--- config.mk ---
export PLATFORM = sky130hd
export DESIGN_NAME = sram_arbiter
export DESIGN_NICKNAME = d
export VERILOG_FILES = /design/src/rtl/sram_arbiter.sv
export SDC_FILE = /design/constraint.sdc
export NUM_CORES = 1
export LEC_CHECK = 0
export CAP_MARGIN = 10
export CORE_MARGIN = 2
export CORE_UTILIZATION = 50
export DETAILED_ROUTE_END_ITERATION = 8
export DONT_BUFFER_PORTS = 1
export MAX_ROUTING_LAYER = met4
export SYNTH_ARGS = -nofsm -noshare
export SYNTH_HDL_FRONTEND = slang
export SYNTH_SLANG_ARGS = --single-unit
export TNS_END_PERCENT = 5
--- constraint.sdc ---
create_clock -name clk -period 3.86 [get_ports clk]
set_input_delay 0.386 -clock clk [delete_from_list [all_inputs] [get_ports clk]]
set_output_delay 0.386 -clock clk [all_outputs]
set_load 0.05 [all_outputs]
--- src/rtl/sram_arbiter.sv ---
module sram_arbiter #(
  parameter int NCLI     = 4,
  parameter int AW       = 6,
  parameter int DW       = 16,
  parameter int RD_LAT   = 6,
  parameter int WR_LAT   = 5,
  parameter int HOLD_MIN = 16
) (
  input  logic                 clk,
  input  logic                 rst_n,
  input  logic [NCLI-1:0]      req,
  input  logic [NCLI-1:0]      rw,
  input  logic [NCLI*AW-1:0]   addr,
  input  logic [NCLI*DW-1:0]   wdata,
  output logic [NCLI-1:0]      gnt,
  output logic [DW-1:0]        rdata,
  output logic [NCLI-1:0]      rvalid
);

  localparam int IW    = (NCLI > 1) ? $clog2(NCLI) : 1;
  localparam int HW    = $clog2(HOLD_MIN) + 1;
  localparam int DEPTH = 1 << AW;
  localparam int RLAST = RD_LAT - 2;
  localparam int WLAST = WR_LAT - 2;

  logic          own_v;
  logic [IW-1:0] own;
  logic [HW-1:0] held;
  logic [IW-1:0] win;
  logic          hi_req;
  logic          own_req;
  logic          c_rw;
  logic [AW-1:0] c_addr;
  logic [DW-1:0] c_wd;
  logic          fire;

  always_comb begin
    win = '0;
    for (int i = NCLI - 1; i >= 0; i--)
      if (req[i]) win = IW'(i);
  end

  always_comb begin
    hi_req  = 1'b0;
    own_req = 1'b0;
    c_rw    = 1'b1;
    c_addr  = '0;
    c_wd    = '0;
    for (int i = 0; i < NCLI; i++) begin
      if (IW'(i) < own && req[i]) hi_req = 1'b1;
      if (IW'(i) == own) begin
        own_req = req[i];
        c_rw    = rw[i];
        c_addr  = addr[i*AW +: AW];
        c_wd    = wdata[i*DW +: DW];
      end
    end
  end

  assign fire = own_v & own_req;

  always_ff @(posedge clk) begin
    if (!rst_n) begin
      own_v <= 1'b0;
      own   <= '0;
      held  <= '0;
      gnt   <= '0;
    end else if (own_v) begin
      if (!own_req) begin
        own_v <= 1'b0;
        gnt   <= '0;
      end else begin
        if (gnt[own] && hi_req && held >= HW'(HOLD_MIN - 1)) gnt <= '0;
        if (held < HW'(HOLD_MIN - 1)) held <= held + HW'(1);
      end
    end else if (|req) begin
      own_v    <= 1'b1;
      own      <= win;
      held     <= '0;
      gnt      <= '0;
      gnt[win] <= 1'b1;
    end
  end

  logic          wp_v [0:WLAST];
  logic [AW-1:0] wp_a [0:WLAST];
  logic [DW-1:0] wp_d [0:WLAST];
  logic          rp_v [0:RLAST];
  logic [AW-1:0] rp_a [0:RLAST];
  logic [IW-1:0] rp_c [0:RLAST];

  always_ff @(posedge clk) begin
    if (!rst_n) begin
      for (int k = 0; k <= WLAST; k++) wp_v[k] <= 1'b0;
      for (int k = 0; k <= RLAST; k++) rp_v[k] <= 1'b0;
    end else begin
      wp_v[0] <= fire & ~c_rw;
      rp_v[0] <= fire & c_rw;
      for (int k = 1; k <= WLAST; k++) wp_v[k] <= wp_v[k-1];
      for (int k = 1; k <= RLAST; k++) rp_v[k] <= rp_v[k-1];
    end
  end

  always_ff @(posedge clk) begin
    wp_a[0] <= c_addr;
    wp_d[0] <= c_wd;
    rp_a[0] <= c_addr;
    rp_c[0] <= own;
    for (int k = 1; k <= WLAST; k++) begin
      wp_a[k] <= wp_a[k-1];
      wp_d[k] <= wp_d[k-1];
    end
    for (int k = 1; k <= RLAST; k++) begin
      rp_a[k] <= rp_a[k-1];
      rp_c[k] <= rp_c[k-1];
    end
  end

  logic [DW-1:0] mem [0:DEPTH-1];

  always_ff @(posedge clk)
    if (wp_v[WLAST]) mem[wp_a[WLAST]] <= wp_d[WLAST];

  always_ff @(posedge clk) begin
    if (!rst_n) begin
      rvalid <= '0;
      rdata  <= '0;
    end else begin
      rvalid <= '0;
      if (rp_v[RLAST]) begin
        rvalid[rp_c[RLAST]] <= 1'b1;
        rdata               <= mem[rp_a[RLAST]];
      end
    end
  end

  AST_GNT_ONEHOT: assert property (@(posedge clk) disable iff (!rst_n) $onehot0(gnt));
  AST_GNT_FROM_REQ: assert property (@(posedge clk) disable iff (!rst_n)
    ($past(gnt) == '0 && gnt != '0) |-> ((gnt & ~$past(req)) == '0));
  AST_LOWEST_WINS: assert property (@(posedge clk) disable iff (!rst_n)
    ($past(gnt) == '0 && gnt != '0) |-> (((gnt - NCLI'(1)) & $past(req)) == '0));
  AST_HOLD_KEEP: assert property (@(posedge clk) disable iff (!rst_n)
    (own_v && own_req && !hi_req) |=> $stable(gnt));
  AST_IDLE_GAP: assert property (@(posedge clk) disable iff (!rst_n)
    (own_v && !own_req) |=> (gnt == '0));
  AST_RVALID_ONEHOT: assert property (@(posedge clk) disable iff (!rst_n) $onehot0(rvalid));

endmodule

==> impl_metrics.tcl <==
set metrics [dict create \
    dieArea_um2 89900 \
    h-tree-depth 3 \
    synthMuxAreaShare_pct 12.8 \
    die-width_um 300 \
    rsz0062_at_grt "no" \
    first_pass_iters 5 \
    cts_resized 0 \
    setup.worst_path.class "flop to flop" \
    max_stage_delay_ns 0.88 \
    nets 2541 \
    hold_viol 0 \
    clock_power_share_pct 40.1 \
    hold_path_class "primary input to flop" \
    critPathSlowestCell "nor3_1" \
    synth_fp_nets 2374 \
    period_share_pct 93.4 \
    cts_tree "yes" \
    design.core.area_um2 86800 \
    p_sw_share_pct 22.5 \
    leakage_nw 15.8 \
    crit_path_end_kind "flop" \
    die_height_um 300 \
    drive_above_1_share_pct 27.2 \
    path_cells "buf_12 > buf_12 > mux4_2 > a22oi_1 > o31ai_1 > nor3_1 > o221ai_1" \
    final_core_util_pct 57.6 \
    grt-ovfl-total 0 \
    start_util_pct 50.4 \
    power.density_nw_per_um2 543 \
    clk_pin_slew_worst_paths_ns 0.06 \
    syn_inst 2274 \
    wire_per_inst_um 28.5 \
    yosysWarnings 0 \
    final_antenna_net_count 0 \
    gp_congestion 0.804 \
    grt_max_degree 116 \
    worstPathArrival_ns 4.11 \
    cts.sinks 1169 \
    synth.largest_area_cell "edfxtp_1" \
    crit_family "simple AND/OR/NAND/NOR gates" \
    pin_count 122 \
    drc 0 \
    numCtsBuffers 113 \
    cap_violations 0 \
    tightest_slew_ns 1.14 \
    required_ns 4.37 \
    synthFlopType "edfxtp_1" \
    irDropWorstVdd_uv 413 \
    drt_iter0_drc 2117 \
    status "finished, final reports clean" \
    synth-adder-area-share_pct 0.0572 \
    setup_viol 0 \
    synth.distinct_cells 45 \
    num_rows 108 \
    seqPwrFrac_pct 52.7 \
    setup_tns_ns 0 \
    maxSlewViolCount 0 \
    cp_max_fo 58 \
    internal-power_mw 21.0 \
    grt_pass1_vias 22400 \
    track_usage_pct 24.3 \
    routed_wl_um 105000 \
    antenna_found_initial 1 \
    area_growth_pct 14.2 \
    grt_pass1_wl_um 152000 \
    yosysSeqAreaShare_pct 76.9 \
    io_buffers 0 \
    synthTopCellsByCount "edfxtp_1, mux2_2, mux4_2, dfxtp_1, nor2b_1" \
    worstSetupStartpointType "flop" \
    ys_ff_latch 1169 \
    synthArstFlopShare_pct 0 \
    synth_top_family_by_area "multiplexers" \
    synth_edf_count 1024 \
    synth_area_um2 43700 \
    cp_common_cell "buf_12" \
    syn_avg_cell_area_um2 19.2 \
    num_vias 22200 \
    combinationalPowerShare_pct 7.2 \
    synthTopCellsByArea "edfxtp_1, mux4_2, dfxtp_1, mux2_2, a211oi_1" \
    max_slew_margin_pct 24.3 \
    yosys.area_share.simple_pct 3.55 \
    routed_via_density 6.02 \
    root_buffer "clkbuf_16" \
    synth_xor_area_share_pct 0 \
    cts_setup_buffers 0 \
    synth_compound_area_share_pct 5.19 \
    path_buf_inv 2 \
    synth_most_common_cell "edfxtp_1" \
    period_needed_ns 3.60 \
    clk_latency_ns 0.69 \
    fin_worst_skew_ns 0.0234 \
    synth_top_area_share_pct 70.3 \
    switching_power_mw 6.12 \
    fmax_ghz 0.277 \
    hpwlAfterDp_um 62200 \
    clockBufferDepth 3 \
]
## worst paths after layout
kind,from,endpoint,slack [ns],cells after the start
max reg2reg,rp_a[0][26]$_DFF_P_,rdata[11]$_SDFFE_PN0P_,0.26,7
min,req[3],gnt[2]$_SDFFE_PN0P_,0.05,3
max,rp_a[0][26]$_DFF_P_,rdata[11]$_SDFFE_PN0P_,0.26,7
min reg2reg,wp_a[1][0]$_DFF_P_,wp_a[2][0]$_DFF_P_,0.32,0
## placed cells by master, fill, tap and decap left out, drive strengths merged, types with 5 or more instances in the layout
cell type / instances
nor2b: 74
edfxtp: 1024
clkinv: 38
bufinv: 7
dlygate4sd3: 48
nand2b: 5
inv: 8
clkinvlp: 10
o22ai: 65
mux2: 192
a22oi: 32
o31ai: 32
buf: 137
a21boi: 7
nor3: 71
mux4: 152
and2: 9
dfxtp: 145
clkbuf: 151
o221ai: 16
nand3b: 20
nor2: 73
a211oi: 64
o21ai: 71
nand3: 10
nand2: 15
a22o: 32
## power by group through the flow
| stage | logic (mW) | clock network (mW) | registers [mW] |
|---|---|---|---|
| floorplan | 1.13 | 0 | 14.5 |
| global placement | 1.86 | 0 | 14.6 |
| detailed placement | 1.88 | 0 | 14.6 |
| CTS | 1.95 | 11.0 | 14.3 |
| global route | 2.06 | 11.5 | 14.3 |
| finish | 1.94 | 10.9 | 14.3 |
## timing repair
item | 4_1_cts | 5_1_grt
hold buffers | 49 | 0
hold endpoints to repair | 63 | 0
setup endpoints to repair | 0 | 0
## final cells by class
| class | instances | area, µm² |
|---|---|---|
| timing repair buffer | 185 | 1650 |
| inverter | 3 | 11.3 |
| tap | 1155 | 1450 |
| sequential | 1169 | 33700 |
| fill | 6559 | 36800 |
| antenna | 1 | 2.50 |
| clock buffer | 151 | 3150 |
| multi-input combinational | 969 | 9490 |
| clock inverter | 60 | 539 |
## logic make-up (layout without fill, tap and decap cells)
logic type | after synthesis | count (layout)
flops | 1169 | 1169
other cells | 0 | 1
buf+inv | 136 | 399
fa+ha+maj | 2 | 2
simple gates | 293 | 293
mux | 345 | 345
compound gates | 329 | 329
## worst register-to-register path: cells and delay by family, from the launching register on
family	cells	cell delay [ns]
mux	1	0.37
compound gates	3	0.83
buf+inv	2	0.62
simple gates	1	0.88
flops	1	0.74
## registers in the layout (all words and copies together) (netlist names)
register / cells
rp_a: 10
wp_a: 20
own: 2
wp_v: 4
mem: 1024
wp_d: 64
rp_v: 5
gnt: 4
held: 5
own_v: 1
rdata: 16
rp_c: 10
rvalid: 4
## metal layers
layer	track usage, %	wire length [µm]	part of all wire, %	vias up
met1	32.3	43200	41	11600
li1	-	-	-	9592
met3	3.38	6690	6.4	181
met4	8.32	3720	3.5	0
met2	38.9	51700	49	819
met5	-	0	0	-
## stage by stage
stage                     hold slack (ns)  cells  area [µm²]  total power [mW]  setup WS [ns]
final                              0.0479   3693       50000              27.1          0.256
after global routing               0.0337   3692       50000              27.9          0.278
after CTS                         0.00167   3692       50000              27.3          0.328
after detailed placement            0.312   3432       45800              16.5          0.305
after global placement              0.310   3432       45800              16.4          0.337
after floorplan                     0.310   2274       43700              15.6           1.42
Power figures use the tool's default switching activity.
